### src/rtl/pal_pkg.sv
package pal_pkg;
  typedef enum logic [1:0] {
    SEL_BG_PTR = 2'd0,
    SEL_BG_DAT = 2'd1,
    SEL_OB_PTR = 2'd2,
    SEL_OB_DAT = 2'd3
  } cpu_sel_e;

  typedef struct packed {
    logic       step;
    logic [5:0] ptr;
  } ptr_reg_t;
endpackage

### src/rtl/pal_ptr_ctl.sv
module pal_ptr_ctl
  import pal_pkg::*;
#(
  parameter logic RST_STEP = 1'b0
) (
  input  logic     clk_i,
  input  logic     rst_ni,
  input  logic     ptr_we_i,
  input  logic     dat_we_i,
  input  logic [7:0] wdata_i,
  output ptr_reg_t state_o
);
  ptr_reg_t st_q;

  always_ff @(posedge clk_i or negedge rst_ni) begin
    if (!rst_ni) begin
      st_q.step <= RST_STEP;
      st_q.ptr  <= '0;
    end else if (ptr_we_i) begin
      st_q.step <= wdata_i[7];
      st_q.ptr  <= wdata_i[5:0];
    end else if (dat_we_i && st_q.step) begin
      st_q.ptr  <= st_q.ptr + 6'd1;
    end
  end

  assign state_o = st_q;

  a_r2_ptr_load: assert property (@(posedge clk_i) disable iff (!rst_ni)
    ptr_we_i |=> (state_o.ptr == $past(wdata_i[5:0])) && (state_o.step == $past(wdata_i[7])));
  a_r5_step_wrap: assert property (@(posedge clk_i) disable iff (!rst_ni)
    (dat_we_i && !ptr_we_i && state_o.step) |=> state_o.ptr == 6'($past(state_o.ptr) + 6'd1));
  a_r6_hold: assert property (@(posedge clk_i) disable iff (!rst_ni)
    (dat_we_i && !ptr_we_i && !state_o.step) |=> $stable(state_o));
endmodule

### src/rtl/pal_color_ram.sv
module pal_color_ram #(
  parameter int WORDS   = 64,
  parameter int COLOR_W = 15,
  localparam int AW     = $clog2(WORDS),
  localparam int HI_W   = COLOR_W - 8
) (
  input  logic               clk_i,
  input  logic               rst_ni,
  input  logic               we_i,
  input  logic [AW-1:0]      waddr_i,
  input  logic               whi_i,
  input  logic [7:0]         wdata_i,
  input  logic [AW-1:0]      craddr_i,
  output logic [COLOR_W-1:0] crdata_o,
  input  logic [AW-1:0]      draddr_i,
  output logic [COLOR_W-1:0] drdata_o
);
  logic [COLOR_W-1:0] mem_q [WORDS];

  for (genvar w = 0; w < WORDS; w++) begin : g_word
    always_ff @(posedge clk_i or negedge rst_ni) begin
      if (!rst_ni) begin
        mem_q[w] <= '0;
      end else if (we_i && waddr_i == AW'(w)) begin
        if (whi_i) mem_q[w][COLOR_W-1:8] <= wdata_i[HI_W-1:0];
        else       mem_q[w][7:0]         <= wdata_i;
      end
    end
  end

  always_ff @(posedge clk_i or negedge rst_ni) begin
    if (!rst_ni) drdata_o <= '0;
    else         drdata_o <= mem_q[draddr_i];
  end

  assign crdata_o = mem_q[craddr_i];

  // untouched byte of the written word keeps its value
  a_r4_hi_kept: assert property (@(posedge clk_i) disable iff (!rst_ni)
    (we_i && !whi_i) |=> mem_q[$past(waddr_i)][COLOR_W-1:8] == $past(mem_q[waddr_i][COLOR_W-1:8]));
  a_r4_lo_kept: assert property (@(posedge clk_i) disable iff (!rst_ni)
    (we_i && whi_i) |=> mem_q[$past(waddr_i)][7:0] == $past(mem_q[waddr_i][7:0]));
endmodule

### src/rtl/pal_port_top.sv
module pal_port_top
  import pal_pkg::*;
#(
  parameter int SET_WORDS = 32,
  parameter int COLOR_W   = 15
) (
  input  logic        clk_i,
  input  logic        rst_ni,
  input  logic        cpu_we_i,
  input  logic [1:0]  cpu_addr_i,
  input  logic [7:0]  cpu_wdata_i,
  output logic [7:0]  cpu_rdata_o,
  input  logic [5:0]  disp_addr_i,
  output logic [15:0] disp_color_o
);
  localparam int WORDS = 2 * SET_WORDS;
  localparam int AW    = $clog2(WORDS);
  localparam int WW    = $clog2(SET_WORDS);
  localparam int HI_W  = COLOR_W - 8;

  ptr_reg_t       st [2];
  logic [1:0]     ptr_we, dat_we;

  for (genvar s = 0; s < 2; s++) begin : g_set
    assign ptr_we[s] = cpu_we_i && cpu_addr_i[1] == s[0] && !cpu_addr_i[0];
    assign dat_we[s] = cpu_we_i && cpu_addr_i[1] == s[0] &&  cpu_addr_i[0];
    pal_ptr_ctl #(.RST_STEP(s == 0)) u_ptr (
      .clk_i    (clk_i),
      .rst_ni   (rst_ni),
      .ptr_we_i (ptr_we[s]),
      .dat_we_i (dat_we[s]),
      .wdata_i  (cpu_wdata_i),
      .state_o  (st[s])
    );
  end

  logic               set_sel;
  ptr_reg_t           cur;
  logic [AW-1:0]      word_addr;
  logic [COLOR_W-1:0] cpu_word, disp_word;

  assign set_sel   = cpu_addr_i[1];
  assign cur       = st[set_sel];
  assign word_addr = {set_sel, cur.ptr[WW:1]};

  pal_color_ram #(.WORDS(WORDS), .COLOR_W(COLOR_W)) u_ram (
    .clk_i    (clk_i),
    .rst_ni   (rst_ni),
    .we_i     (|dat_we),
    .waddr_i  (word_addr),
    .whi_i    (cur.ptr[0]),
    .wdata_i  (cpu_wdata_i),
    .craddr_i (word_addr),
    .crdata_o (cpu_word),
    .draddr_i (disp_addr_i),
    .drdata_o (disp_word)
  );

  always_comb begin
    if (!cpu_addr_i[0])  cpu_rdata_o = {cur.step, 1'b1, cur.ptr};
    else if (cur.ptr[0]) cpu_rdata_o = {{(8-HI_W){1'b0}}, cpu_word[COLOR_W-1:8]};
    else                 cpu_rdata_o = cpu_word[7:0];
  end

  assign disp_color_o = {{(16-COLOR_W){1'b0}}, disp_word};

  a_r10_bg_isolated: assert property (@(posedge clk_i) disable iff (!rst_ni)
    (cpu_we_i && cpu_addr_i[1]) |=> $stable(st[0]));
  a_r10_ob_isolated: assert property (@(posedge clk_i) disable iff (!rst_ni)
    (cpu_we_i && !cpu_addr_i[1]) |=> $stable(st[1]));
endmodule

### config.mk
export PLATFORM = sky130hd
export DESIGN_NAME = pal_port_top
export DESIGN_NICKNAME = d
export VERILOG_FILES = /design/src/rtl/pal_pkg.sv /design/src/rtl/pal_ptr_ctl.sv /design/src/rtl/pal_color_ram.sv /design/src/rtl/pal_port_top.sv
export SDC_FILE = /design/constraint.sdc
export NUM_CORES = 2
export LEC_CHECK = 0
export BUFFER_PORTS_ARGS = -buffer_cell sky130_fd_sc_hd__buf_2
export CAP_MARGIN = 20
export CELL_PAD_IN_SITES_DETAIL_PLACEMENT = 0
export CELL_PAD_IN_SITES_GLOBAL_PLACEMENT = 1
export CORE_ASPECT_RATIO = 1.5
export CORE_MARGIN = 2
export CORE_UTILIZATION = 45
export CTS_BUF_LIST = sky130_fd_sc_hd__clkbuf_8 sky130_fd_sc_hd__clkbuf_16
export CTS_CLUSTER_SIZE = 28
export DETAILED_ROUTE_END_ITERATION = 6
export PLACE_DENSITY = 0.76
export SKIP_CTS_REPAIR_TIMING = 1
export SLEW_MARGIN = 0
export SYNTH_ARGS = -nofsm -noshare
export SYNTH_HDL_FRONTEND = slang
export SYNTH_HIERARCHICAL = 1
export SYNTH_SLANG_ARGS = --single-unit
### constraint.sdc
create_clock -name clk_i -period 2.65 [get_ports clk_i]
set_clock_uncertainty 0.2 [all_clocks]
set_input_delay 0 -clock clk_i [delete_from_list [all_inputs] [get_ports clk_i]]
set_output_delay 0 -clock clk_i [all_outputs]
set_load 0.05 [all_outputs]
* Word-level counts from Yosys, hierarchy flattened
Index checks and enable logic that the tools add are counted.
** Operators by class
- $add $sub $neg :: 2
- Order comparisons :: 3
- Equality and inequality tests :: 63
- Multiplexer cells :: 15
- Bitwise logic cells :: 5
- Reduce and logical (&&, ||, !) cells :: 205
** Operators with widths (count)
- $reduce_and A2 Y1 :: 128
- $eq A6 B6 Y1 const B :: 32
- $bmux W15 S6 :: 2
- $eq A6 B5 Y1 const B :: 16
- $logic_and A1 B1 Y1 :: 72
- $mux W15 :: 4
- $eq A6 B4 Y1 const B :: 8
- $eq A6 B3 Y1 const B :: 4
- $mux W6 :: 4
- $mux W7 :: 3
- $mux W8 :: 2
- $ge A7 B7 Y1 const B :: 2
- $not A6 Y7 :: 2
- $add A6 B1 Y6 const B :: 2
- $eq A6 B2 Y1 const B :: 2
- $eq A6 B1 Y1 const B :: 1
- $logic_not A6 Y1 :: 1
- $reduce_bool A2 Y1 :: 2
- $ge A2 B2 Y1 const B :: 1
- $not A1 Y1 :: 2
- $not A1 Y2 :: 1
- $reduce_or A2 Y1 :: 1
- $logic_not A1 Y1 :: 1
** Word-level totals
- Bits in registers :: 989
- Bits of input ports :: 19
- Output and inout bits :: 24
- Logic and storage cells :: 426

* Depth between registers and ports, before layout
- Depth in word-level cells :: 10
- Depth in mapped cells :: 13
- Mapped depth without buffers :: 8

* Cells and area by module
Netlist, hierarchy kept.
** By module, submodules not included
- pal_color_ram :: times used 1, cells each 3387, area each 52092.5 sq um, sequential area each 24398.4 sq um
- pal_ptr_ctl (g_set[0].u_ptr) :: times used 1, cells each 40, area each 387.9 sq um, sequential area each 176.4 sq um
- pal_ptr_ctl (g_set[1].u_ptr) :: times used 1, cells each 40, area each 386.6 sq um, sequential area each 175.2 sq um
- pal_port_top :: times used 1, cells each 40, area each 287.8 sq um, sequential area each 0.0 sq um

* Worst setup path before layout
OpenSTA, ideal clock, no wires.
- Kind :: flip-flop to output port
- Start :: register g_set[1].u_ptr.st_q (netlist bit g_set[1].u_ptr/state_o[1])
- End :: output port cpu_rdata_o[4]
- Arrival time :: 2.889 ns
- Data required time :: 2.450 ns
- Setup slack :: -0.439 ns
- Cell stages (with the launch flop) :: 13
- Buffers on the path :: 4
- Cell sequence :: dfrtp_1 > mux2_2 > buf_4 > buf_4 > buf_2 > nand3_1 > buf_2 > o22ai_1 > nor4_1 > nor2_1 > a21oi_1 > mux2i_1 > a21oi_1
** RTL lines
- start, declared :: line pal_ptr_ctl.sv:13 : ptr_reg_t st_q;
- end, declared :: line pal_port_top.sv:12 : output logic [7:0] cpu_rdata_o,

==> flow_metrics.py <==
metrics = {
    "outcome": {
        "outcome": "finished, violations left",
        "violations": "negative setup slack",
    },
    "grt": {
        "grt_max_degree": 145,
        "grt_pass1_wl_mm": 259,
        "gr-total-overflow": 0,
        "gr-usage-all-layers": 0.292,
        "antenna_found_initial": 2,
        "grt_pass1_vias": 37800,
    },
    "clock_tree": {
        "worstSkewPairLatency_ns": 0.71,
        "path_clk_slew_ns": 0.07,
        "cts_root_buf": "clkbuf_16",
        "cts_tree": "built",
        "htreeDepth": 3,
        "cts_buffers": 97,
        "cts.path.max_buffers": 3,
        "cts_sinks": 989,
    },
    "worst_setup_path": {
        "critPathBufInv": 6,
        "worstSetupEndpointType": "output port",
        "critPathMaxStageDelay_ns": 0.42,
        "crit_slowest_cell": "mux4_2",
        "cp.depth": 13,
        "critical_path.startpoint_type": "register",
        "required_ns": 2.45,
        "cp_max_fo": 6,
        "critical_path.top_delay_family": "multiplexers",
        "rr_worst_depth": 11,
        "arrival_ns": 3.91,
        "critical_path.most_common_cell": "buf_4",
        "critPathKind": "register to output port",
        "crit_chain": "mux2_8, buf_16, buf_4, mux4_2, mux2_2, o221ai_2, buf_4, o41ai_2, buf_4, mux2i_4, buf_6, a21oi_4, buf_6",
    },
    "placement": {
        "hpwl_mm": 127,
        "portBuffers": 41,
        "gp_congestion": 0.942,
    },
    "yosys": {
        "synth_area_um2": 53200,
        "ys_warn_count": 6,
        "yosysUniqueCellTypes": 63,
        "synth_edf_count": 0,
        "yosys_most_used_dff": "dfrtp_1",
        "synthArstFlopShare": 1.00,
        "ys_seq_area_frac": 0.466,
        "synth_seq_cells": 989,
        "postSynthAreaPerCell_um2": 15.2,
        "synthCells": 3507,
        "syn_nets": 3528,
    },
    "sta": {
        "finalSetupViolCount": 871,
        "hold-worst-slack_ns": 0.0308,
        "maxSlewViolCount": 0,
        "max_slew_margin": 0.204,
        "rsz0062_at_grt": "true",
        "finalWorstSetupSlack_ns": -1.46,
        "finalCriticalPeriod_ns": 4.11,
        "hold_viol_final": 0,
        "period_share": 1.55,
        "max_freq_mhz": 243,
        "tightest_slew_ns": 1.18,
        "setup_tns_ns": -181.98,
    },
    "layout": {
        "layout_common_cells": "dfrtp_1, mux2_2, mux4_2",
        "syn2layout_area_growth_pct": 22.7,
        "drive_above_1_share": 0.607,
        "finalNetCount": 4023,
        "diodes": 0,
        "mostFrequentLayoutCell": "dfrtp_1",
    },
    "drt": {
        "postRouteAntennaNets": 0,
        "vias": 36000,
        "drt_iter0_markers": 3187,
        "drtPass1Iterations": 6,
        "wl_per_cell_um": 31.4,
        "drcViolationCount": 0,
        "viasPerCell": 6.38,
        "routed_wl_mm": 177,
    },
    "floorplanning": {
        "ios": 43,
        "start_util": 0.453,
        "core_area_um2": 117000,
        "dieArea_um2": 121000,
        "die_y_um": 425,
        "fp.dieW_um": 285,
        "fp-row-count": 154,
    },
    "run": {
        "cap_violations": 0,
    },
    "worst_hold_path": {
        "whs_path_depth": 5,
        "hold_class": "input port to register",
    },
    "pwr": {
        "vdd_drop_max_v": 0.000498,
        "powerDensity_nw_per_um2": 743,
        "p_leak_nw": 29.8,
    },
}
## cells in the mapped netlist, types with 4 or more instances
master | n | share of area
dfrtp_1 | 988 | 0.47
mux2_2 | 978 | 0.21
mux4_2 | 475 | 0.20
clkbuf_1 | 164 | 0.012
nand2_1 | 122 | 0.0086
mux2i_1 | 116 | 0.022
buf_2 | 79 | 0.0074
a21oi_1 | 60 | 0.0056
o22ai_1 | 53 | 0.0062
a211oi_1 | 41 | 0.0058
o221ai_1 | 41 | 0.0068
buf_4 | 36 | 0.0051
o21ai_0 | 31 | 0.0029
nor2_1 | 30 | 0.0021
nor2b_1 | 28 | 0.0033
nor2_4 | 24 | 0.0051
a22o_1 | 19 | 0.0031
buf_1 | 18 | 0.0013
nand2b_1 | 16 | 0.0019
nand3_1 | 16 | 0.0015
mux2_1 | 13 | 0.0028
nor2_2 | 13 | 0.0015
nor3_1 | 10 | 0.00094
nor3_2 | 10 | 0.0019
o21ai_1 | 10 | 0.00094
a22oi_1 | 9 | 0.0013
buf_6 | 9 | 0.0019
or2_2 | 8 | 0.00094
nor4_2 | 7 | 0.0016
a31oi_1 | 6 | 0.00071
inv_1 | 6 | 0.00042
nand3b_1 | 6 | 0.00085
o21a_1 | 6 | 0.00085
o41ai_1 | 4 | 0.00066
or4_1 | 4 | 0.00056
xor2_1 | 4 | 0.00066
## state kept, by name (all words and copies together), names as in the netlist
register,flops
u_ram/mem_q,960
u_ram/drdata_o,15
g_set.u_ptr/state_o,14
## metal layers
layer	global-route usage	up-vias	wire [um]
met4	0.205	0	14400
met2	0.498	1432	89600
li1	-	14700	-
met1	0.343	19400	63500
met5	0	-	0
met3	0.0365	496	9570
## logic make-up after synthesis
| family | synth area share |
|---|---|
| multiplexers | 0.433 |
| flip-flops | 0.466 |
| AND/OR/NAND/NOR | 0.0344 |
| buffers and inverters | 0.0278 |
| AO/OA/AOI/OAI | 0.0377 |
| XOR/XNOR | 0.000659 |
| adder cells (fa/ha/maj) | 0.000471 |
| other | 0.0000705 |
## worst register-to-register path: cells and delay by family (launching register included)
kind / cells / cell delay (ns)
multiplexers: 2 / 0.72
AND/OR/NAND/NOR: 2 / 0.39
flip-flops: 1 / 0.40
buffers and inverters: 7 / 1.15
## report_power, final
part | total, mW | internal (mW) | switching [mW]
clock | 14.7 | 8.45 | 6.23
sequential | 18.8 | 17.2 | 1.64
combinational | 14.9 | 7.83 | 7.12
## through the flow
stage / std cells / setup WS (ns) / cell area, um^2 / utilization / power [mW]
after floorplan: 3507 / -0.147 / 53200 / - / 26.7
after global placement: 5391 / -1.09 / 60200 / 0.513 / 32.1
after detailed placement: 5391 / -1.07 / 60200 / 0.513 / 32.4
after CTS: 5570 / -1.84 / 63600 / 0.542 / 47.0
after global routing: 5642 / -1.45 / 65200 / 0.556 / 50.1
final: 5642 / -1.46 / 65200 / 0.556 / 48.5
## path summary, 6_finish.rpt
check | startpoint | to | slack [ns]
min reg2reg | u_ram/mem_q[444] | u_ram/mem_q[444] | 0.31
max | g_set[0].u_ptr/state_o[1] | cpu_rdata_o[1] | -1.46
max reg2reg | g_set[0].u_ptr/state_o[3] | u_ram/mem_q[116] | -0.33
min | disp_addr_i[4] | u_ram/drdata_o[13] | 0.03
max in group asynchronous | rst_ni | g_set[0].u_ptr/state_o[6] | 0.93
min in group asynchronous | rst_ni | u_ram/mem_q[785] | 0.19
## layout make-up
cell class	count	area (um^2)
Clock buffer	122	2810
Timing Repair Buffer	702	7430
Clock inverter	57	566
Tap cell	1560	1950
Sequential cell	989	24800
Inverter	7	26.3
Fill cell	9287	52100
Multi-Input combinational cell	2205	27700
Power figures use the tool's default switching activity.
